==> src/rtl/wp_guard_pkg.sv <==
package wp_guard_pkg;

   // Block-select encoding: which upper part of the array is protected
   typedef enum logic [1:0] {
      BLK_NONE    = 2'b00,
      BLK_QUARTER = 2'b01,
      BLK_HALF    = 2'b10,
      BLK_ALL     = 2'b11
   } blk_sel_e;

   // Class of a request address
   typedef enum logic [1:0] {
      TGT_ARRAY = 2'b00,
      TGT_PREG  = 2'b01,
      TGT_VOID  = 2'b10
   } target_e;

   // Field positions inside a protection-register write byte
   localparam int FLD_LATCH  = 0;
   localparam int FLD_BLK_LO = 2;
   localparam int FLD_HWEN   = 7;

   typedef struct packed {
      logic     hw_en;
      blk_sel_e blk;
      logic     latch;
   } prot_state_t;

endpackage

==> src/rtl/wp_region_map.sv <==
module wp_region_map
   import wp_guard_pkg::*;
#(
   parameter int ADDR_W      = 16,
   parameter int ARRAY_BYTES = 4096
) (
   input  logic [ADDR_W-1:0] addr,
   input  blk_sel_e          blk,
   output target_e           target,
   output logic              in_zone
);

   localparam int EXT_W = ADDR_W + 1;
   localparam logic [EXT_W-1:0] SPAN = EXT_W'(ARRAY_BYTES);

   logic [EXT_W-1:0] floor_tab [4];
   logic [EXT_W-1:0] addr_ext;

   assign addr_ext = {1'b0, addr};

   // Lowest protected address for each block-select code
   generate
      for (genvar k = 0; k < 4; k++) begin : g_floor
         localparam int FLOOR = (k == 0) ? ARRAY_BYTES :
                                (k == 1) ? ARRAY_BYTES - ARRAY_BYTES / 4 :
                                (k == 2) ? ARRAY_BYTES / 2 : 0;
         assign floor_tab[k] = EXT_W'(FLOOR);
      end
   endgenerate

   always_comb begin
      if (addr == '1)
         target = TGT_PREG;
      else if (addr_ext < SPAN)
         target = TGT_ARRAY;
      else
         target = TGT_VOID;
   end

   assign in_zone = (target == TGT_ARRAY) && (addr_ext >= floor_tab[blk]);

endmodule

==> src/rtl/wp_prot_reg.sv <==
module wp_prot_reg
   import wp_guard_pkg::*;
#(
   parameter int DATA_W = 8
) (
   input  logic              clk,
   input  logic              rst_n,
   input  logic              wr_en,
   input  logic              fields_ok,
   input  logic [DATA_W-1:0] wr_data,
   output prot_state_t       state
);

   always_ff @(posedge clk or negedge rst_n) begin
      if (!rst_n) begin
         state <= '{hw_en: 1'b0, blk: BLK_NONE, latch: 1'b0};
      end else if (wr_en) begin
         state.latch <= wr_data[FLD_LATCH];
         if (fields_ok) begin
            state.blk   <= blk_sel_e'(wr_data[FLD_BLK_LO+1:FLD_BLK_LO]);
            state.hw_en <= wr_data[FLD_HWEN];
         end
      end
   end

   logic unused_data_bits;
   assign unused_data_bits = ^wr_data;

endmodule

==> src/rtl/wp_verdict.sv <==
module wp_verdict (
   input  logic clk,
   input  logic rst_n,
   input  logic req,
   input  logic allow,
   output logic grant,
   output logic refuse
);

   always_ff @(posedge clk or negedge rst_n) begin
      if (!rst_n) begin
         grant  <= 1'b0;
         refuse <= 1'b0;
      end else begin
         grant  <= req & allow;
         refuse <= req & ~allow;
      end
   end

endmodule

==> src/rtl/wp_guard.sv <==
module wp_guard
   import wp_guard_pkg::*;
#(
   parameter int ADDR_W      = 16,
   parameter int DATA_W      = 8,
   parameter int ARRAY_BYTES = 4096
) (
   input  logic              clk,
   input  logic              rst_n,
   input  logic              wr_req,
   input  logic [ADDR_W-1:0] wr_addr,
   input  logic [DATA_W-1:0] wr_data,
   input  logic              wp_pin,
   output logic              grant,
   output logic              refuse,
   output logic              latch_o,
   output logic [1:0]        blk_o,
   output logic              hw_en_o,
   output logic              locked_o
);

   // Elaboration-time parameter checks
   generate
      if (ARRAY_BYTES < 4 || (ARRAY_BYTES & (ARRAY_BYTES - 1)) != 0) begin : g_bad_span
         $error("wp_guard: ARRAY_BYTES must be a power of two of at least 4");
      end
      if (ADDR_W < 3 || ADDR_W > 30 || ARRAY_BYTES >= (1 << ADDR_W)) begin : g_bad_addr
         $error("wp_guard: array must fit below the all-ones register address");
      end
      if (DATA_W <= FLD_HWEN) begin : g_bad_data
         $error("wp_guard: DATA_W too narrow for register fields");
      end
   endgenerate

   prot_state_t st;
   target_e     target;
   logic        in_zone;
   logic        locked;
   logic        preg_ok;
   logic        allow;

   wp_region_map #(
      .ADDR_W     (ADDR_W),
      .ARRAY_BYTES(ARRAY_BYTES)
   ) map_i (
      .addr   (wr_addr),
      .blk    (st.blk),
      .target (target),
      .in_zone(in_zone)
   );

   assign locked  = wp_pin & st.hw_en;
   assign preg_ok = st.latch & ~locked;

   always_comb begin
      unique case (target)
         TGT_ARRAY: allow = st.latch & ~in_zone;
         TGT_PREG:  allow = preg_ok;
         default:   allow = 1'b0;
      endcase
   end

   wp_prot_reg #(
      .DATA_W(DATA_W)
   ) preg_i (
      .clk      (clk),
      .rst_n    (rst_n),
      .wr_en    (wr_req && target == TGT_PREG),
      .fields_ok(preg_ok),
      .wr_data  (wr_data),
      .state    (st)
   );

   wp_verdict verdict_i (
      .clk   (clk),
      .rst_n (rst_n),
      .req   (wr_req),
      .allow (allow),
      .grant (grant),
      .refuse(refuse)
   );

   assign latch_o  = st.latch;
   assign blk_o    = st.blk;
   assign hw_en_o  = st.hw_en;
   assign locked_o = locked;

endmodule

==> config.mk <==
export PLATFORM = sky130hd
export DESIGN_NAME = wp_guard
export DESIGN_NICKNAME = d
export VERILOG_FILES = /design/src/rtl/wp_guard_pkg.sv /design/src/rtl/wp_region_map.sv /design/src/rtl/wp_prot_reg.sv /design/src/rtl/wp_verdict.sv /design/src/rtl/wp_guard.sv
export SDC_FILE = /design/constraint.sdc
export NUM_CORES = 1
export LEC_CHECK = 0
export ABC_AREA = 0
export CAP_MARGIN = 20
export CORE_MARGIN = 2
export CORE_UTILIZATION = 31
export DETAILED_ROUTE_END_ITERATION = 8
export GPL_ROUTABILITY_DRIVEN = 0
export HOLD_SLACK_MARGIN = 0.08
export PLACE_DENSITY = 0.87
export SYNTH_ARGS = -nofsm -noshare
export SYNTH_HDL_FRONTEND = slang
export SYNTH_SLANG_ARGS = --single-unit
==> constraint.sdc <==
create_clock -name clk -period 2.65 [get_ports clk]
set_clock_uncertainty 0.2 [all_clocks]
set_input_delay 0.6625 -clock clk [delete_from_list [all_inputs] [get_ports clk]]
set_output_delay 0.6625 -clock clk [all_outputs]
set_load 0.02 [all_outputs]
==> key figures <==
Status
  • Outcome: finished clean

STA
  • Final critical delay including setup and external delays: 2.43 ns
  • Worst max-slew margin expressed relative to the limit: 0.796
  • Setup WS post-layout: 0.218 ns
  • Portion of the clock cycle consumed by the worst path in the final layout: 0.918
  • Setup repair after global routing missed its margin: no
  • Slew Viols, Final: 0
  • Peak Freq: 411 MHz
  • Final-report hold violation count: 0
  • Slew @ Worst Pin: 0.302 ns
  • Setup violation total in the final timing report: 0

Drt
  • Starting DRC count in detailed routing: 7
  • Vias: 461
  • Router iterations before antenna repair: 4
  • Routed length per instance: 12.6 µm
  • Remaining design rule violation count: 0
  • Number of routed nets with antenna violations: 0
  • Vias/cell: 5.07
  • Detailed Route WL: 1140 µm

Power
  • Static leakage: 0.331 nW
  • Power density normalized to cell area: 290 nW/µm²
  • Maximum VDD drop: 0.000150 V

CTS
  • Hold-fix buffers, CTS: 0
  • Clock sinks: 6
  • Clk Latency, worst-skew pair: 0.24 ns
  • Post-cts sizing count: 1
  • TritonCTS clock tree: yes
  • Number of H-tree branching levels: 1
  • Clk pin slew, worst setup/hold paths: 0.04 ns
  • Clock Tree Root: clkbuf_4
  • Buffers from clock root to sink, at most: 2
  • Post-CTS Setup Bufs: 0
  • Inserted Clock Buffers: 3

Die
  • Initial Utilization: 0.332
  • Die extent in x: 41.6 µm
  • Core region area: 1320 µm²
  • Site Rows: 13
  • Floorplan die area: 1730 µm²
  • Die Span Y: 41.6 µm
  • IO Count: 35

Cells and area
  • Layout overhead on the synthesized area: 79.4%
  • Post-layout nets: 111
  • Fraction of layout cells with a size suffix above 1: 0.132
  • Diode count: 0
  • Post-route non-filler standard cell count: 91

Placement
  • IO buf count: 30
  • Number of cells in the design after placement: 88
  • Total half-perimeter wirelength after legalization and detailed placement: 996 µm
  • Place WS: -0.0495 ns

Synthesis
  • Number of library cell types mapped by synthesis: 17
  • Count of flip-flops with a built-in enable after synthesis: 0
  • Most instantiated cells after synthesis: 7 x inv_1, 6 x dfrtp_1, 5 x ha_1, 4 x nand4_1
  • Area fraction of the dominant cell type after synthesis: 0.343
  • Cell types occupying the most area after synthesis: dfrtp_1 34%, ha_1 14%, mux2_4 10%, inv_1 6.0%, nand4_1 5.7%
  • Asr flop ratio synth: 1.00
  • Total number of yosys warnings: 0
  • Post-Synthesis Net Count: 75
  • Mapped Cells: 42
  • Primary FF master, synth: dfrtp_1
  • Netlist area before placement: 438 µm²
  • Sequential element share of the synthesized area: 0.343
  • Number of flip-flops and latches in the synthesized netlist: 6
  • Syn avg cell area: 10.4 µm²
  • Count leader, synth: inv_1
  • Library cell occupying the most area in the post-synthesis netlist: dfrtp_1

Global route
  • Overflow left after global routing: 0
  • All-layer global routing usage: 0.163
  • Number of global-route vias before repair: 484
  • Maximum number of pins on one net before global-route repair: 7
  • Number of antenna violations at the first check in global routing: 0
  • First-pass GRT wire length: 2030 µm

Setup path
  • Element type at the critical path start: input pin
  • Setup crit end kind: primary output
  • Setup CP Type: input pin to primary output
  • Data arrival time at the worst-slack endpoint: 1.57 ns
  • Required time at the worst-slack endpoint: 1.79 ns
  • Maximum fanout count along the critical path: 2

Worst hold path
  • Class of the tightest hold or removal check: flip-flop to flip-flop

Job
  • Max cap viols: 0
[registers in the layout (all words and copies together), names as in the netlist]
register	flops
preg_i.state	4
verdict_i.grant	1
verdict_i.refuse	1
[metal layers]
layer / vias to the layer above / track usage / wire length [µm]
met1: 207 / 0.176 / 483
li1: 227 / - / -
met5: - / 0 / 0
met4: 0 / 0.0968 / 37
met2: 20 / 0.247 / 523
met3: 7 / 0.0913 / 100
[report_power, final]
part,internal (mW),switching [mW],leakage (nW)
clock,0.0512,0.0329,0.0138
sequential,0.0927,0.000248,0.0815
combinational,0.0354,0.0150,0.236
[through the flow]
stage          setup TNS [ns]  utilization  power, mW  hold WS, ns  area [µm²]
6_report                    0        0.596      0.227        0.337         786
2_1_floorplan               0            -      0.102        0.167         438
4_1_cts                     0        0.596      0.233        0.348         786
3_5_place_dp          -0.0495        0.580      0.145        0.331         764
3_3_place_gp          -0.0546        0.580      0.144        0.327         764
5_1_grt                     0        0.596      0.243        0.358         786
[worst paths after layout]
path / slack [ns] / start / cells after the start / endpoint
max in group asynchronous: 1.59 / rst_n / 1 / preg_i.state[3]$_DFFE_PN0P_
max: 0.22 / wp_pin / 3 / locked_o
min: 0.34 / preg_i.state[3]$_DFFE_PN0P_ / 1 / preg_i.state[3]$_DFFE_PN0P_
max reg2reg: 0.55 / preg_i.state[1]$_DFFE_PN0P_ / 8 / verdict_i.refuse$_DFF_PN0_
min in group asynchronous: 0.45 / rst_n / 1 / preg_i.state[1]$_DFFE_PN0P_
min reg2reg: 0.34 / preg_i.state[3]$_DFFE_PN0P_ / 1 / preg_i.state[3]$_DFFE_PN0P_
[layout make-up]
cell class / instances / area, µm²
Inverter: 7 / 26.3
Multi-Input combinational cell: 29 / 262
Tap cell: 15 / 18.8
Fill cell: 120 / 532
Clock buffer: 3 / 22.5
Sequential cell: 6 / 150
Timing Repair Buffer: 31 / 307
[logic make-up after synthesis]
kind of cell,count (synthesis),share of synthesized area
mux,4,0.129
compound gates,3,0.0572
simple gates,17,0.269
buf+inv,7,0.0600
flops,6,0.343
fa+ha+maj,5,0.143
[worst max-delay path, cell delays in order]
cell             delay (ns)
clkdlybuf4s50_1        0.45
and2_1                 0.13
dlygate4sd2_1          0.33
[cells in the final DEF (no fill, tap or decap), types with 2 or more instances in the layout]
cell type | Yosys | layout
clkbuf_4 | 0 | 3
clkdlybuf4s50_1 | 0 | 29
dfrtp_1 | 6 | 6
ha_1 | 5 | 5
inv_1 | 7 | 7
mux2_4 | 3 | 3
nand2_1 | 2 | 2
nand4_1 | 4 | 4
nor2b_1 | 2 | 2
nor4_1 | 3 | 3
nor4b_1 | 2 | 2
Note: power is estimated with default switching activity, not from simulation.
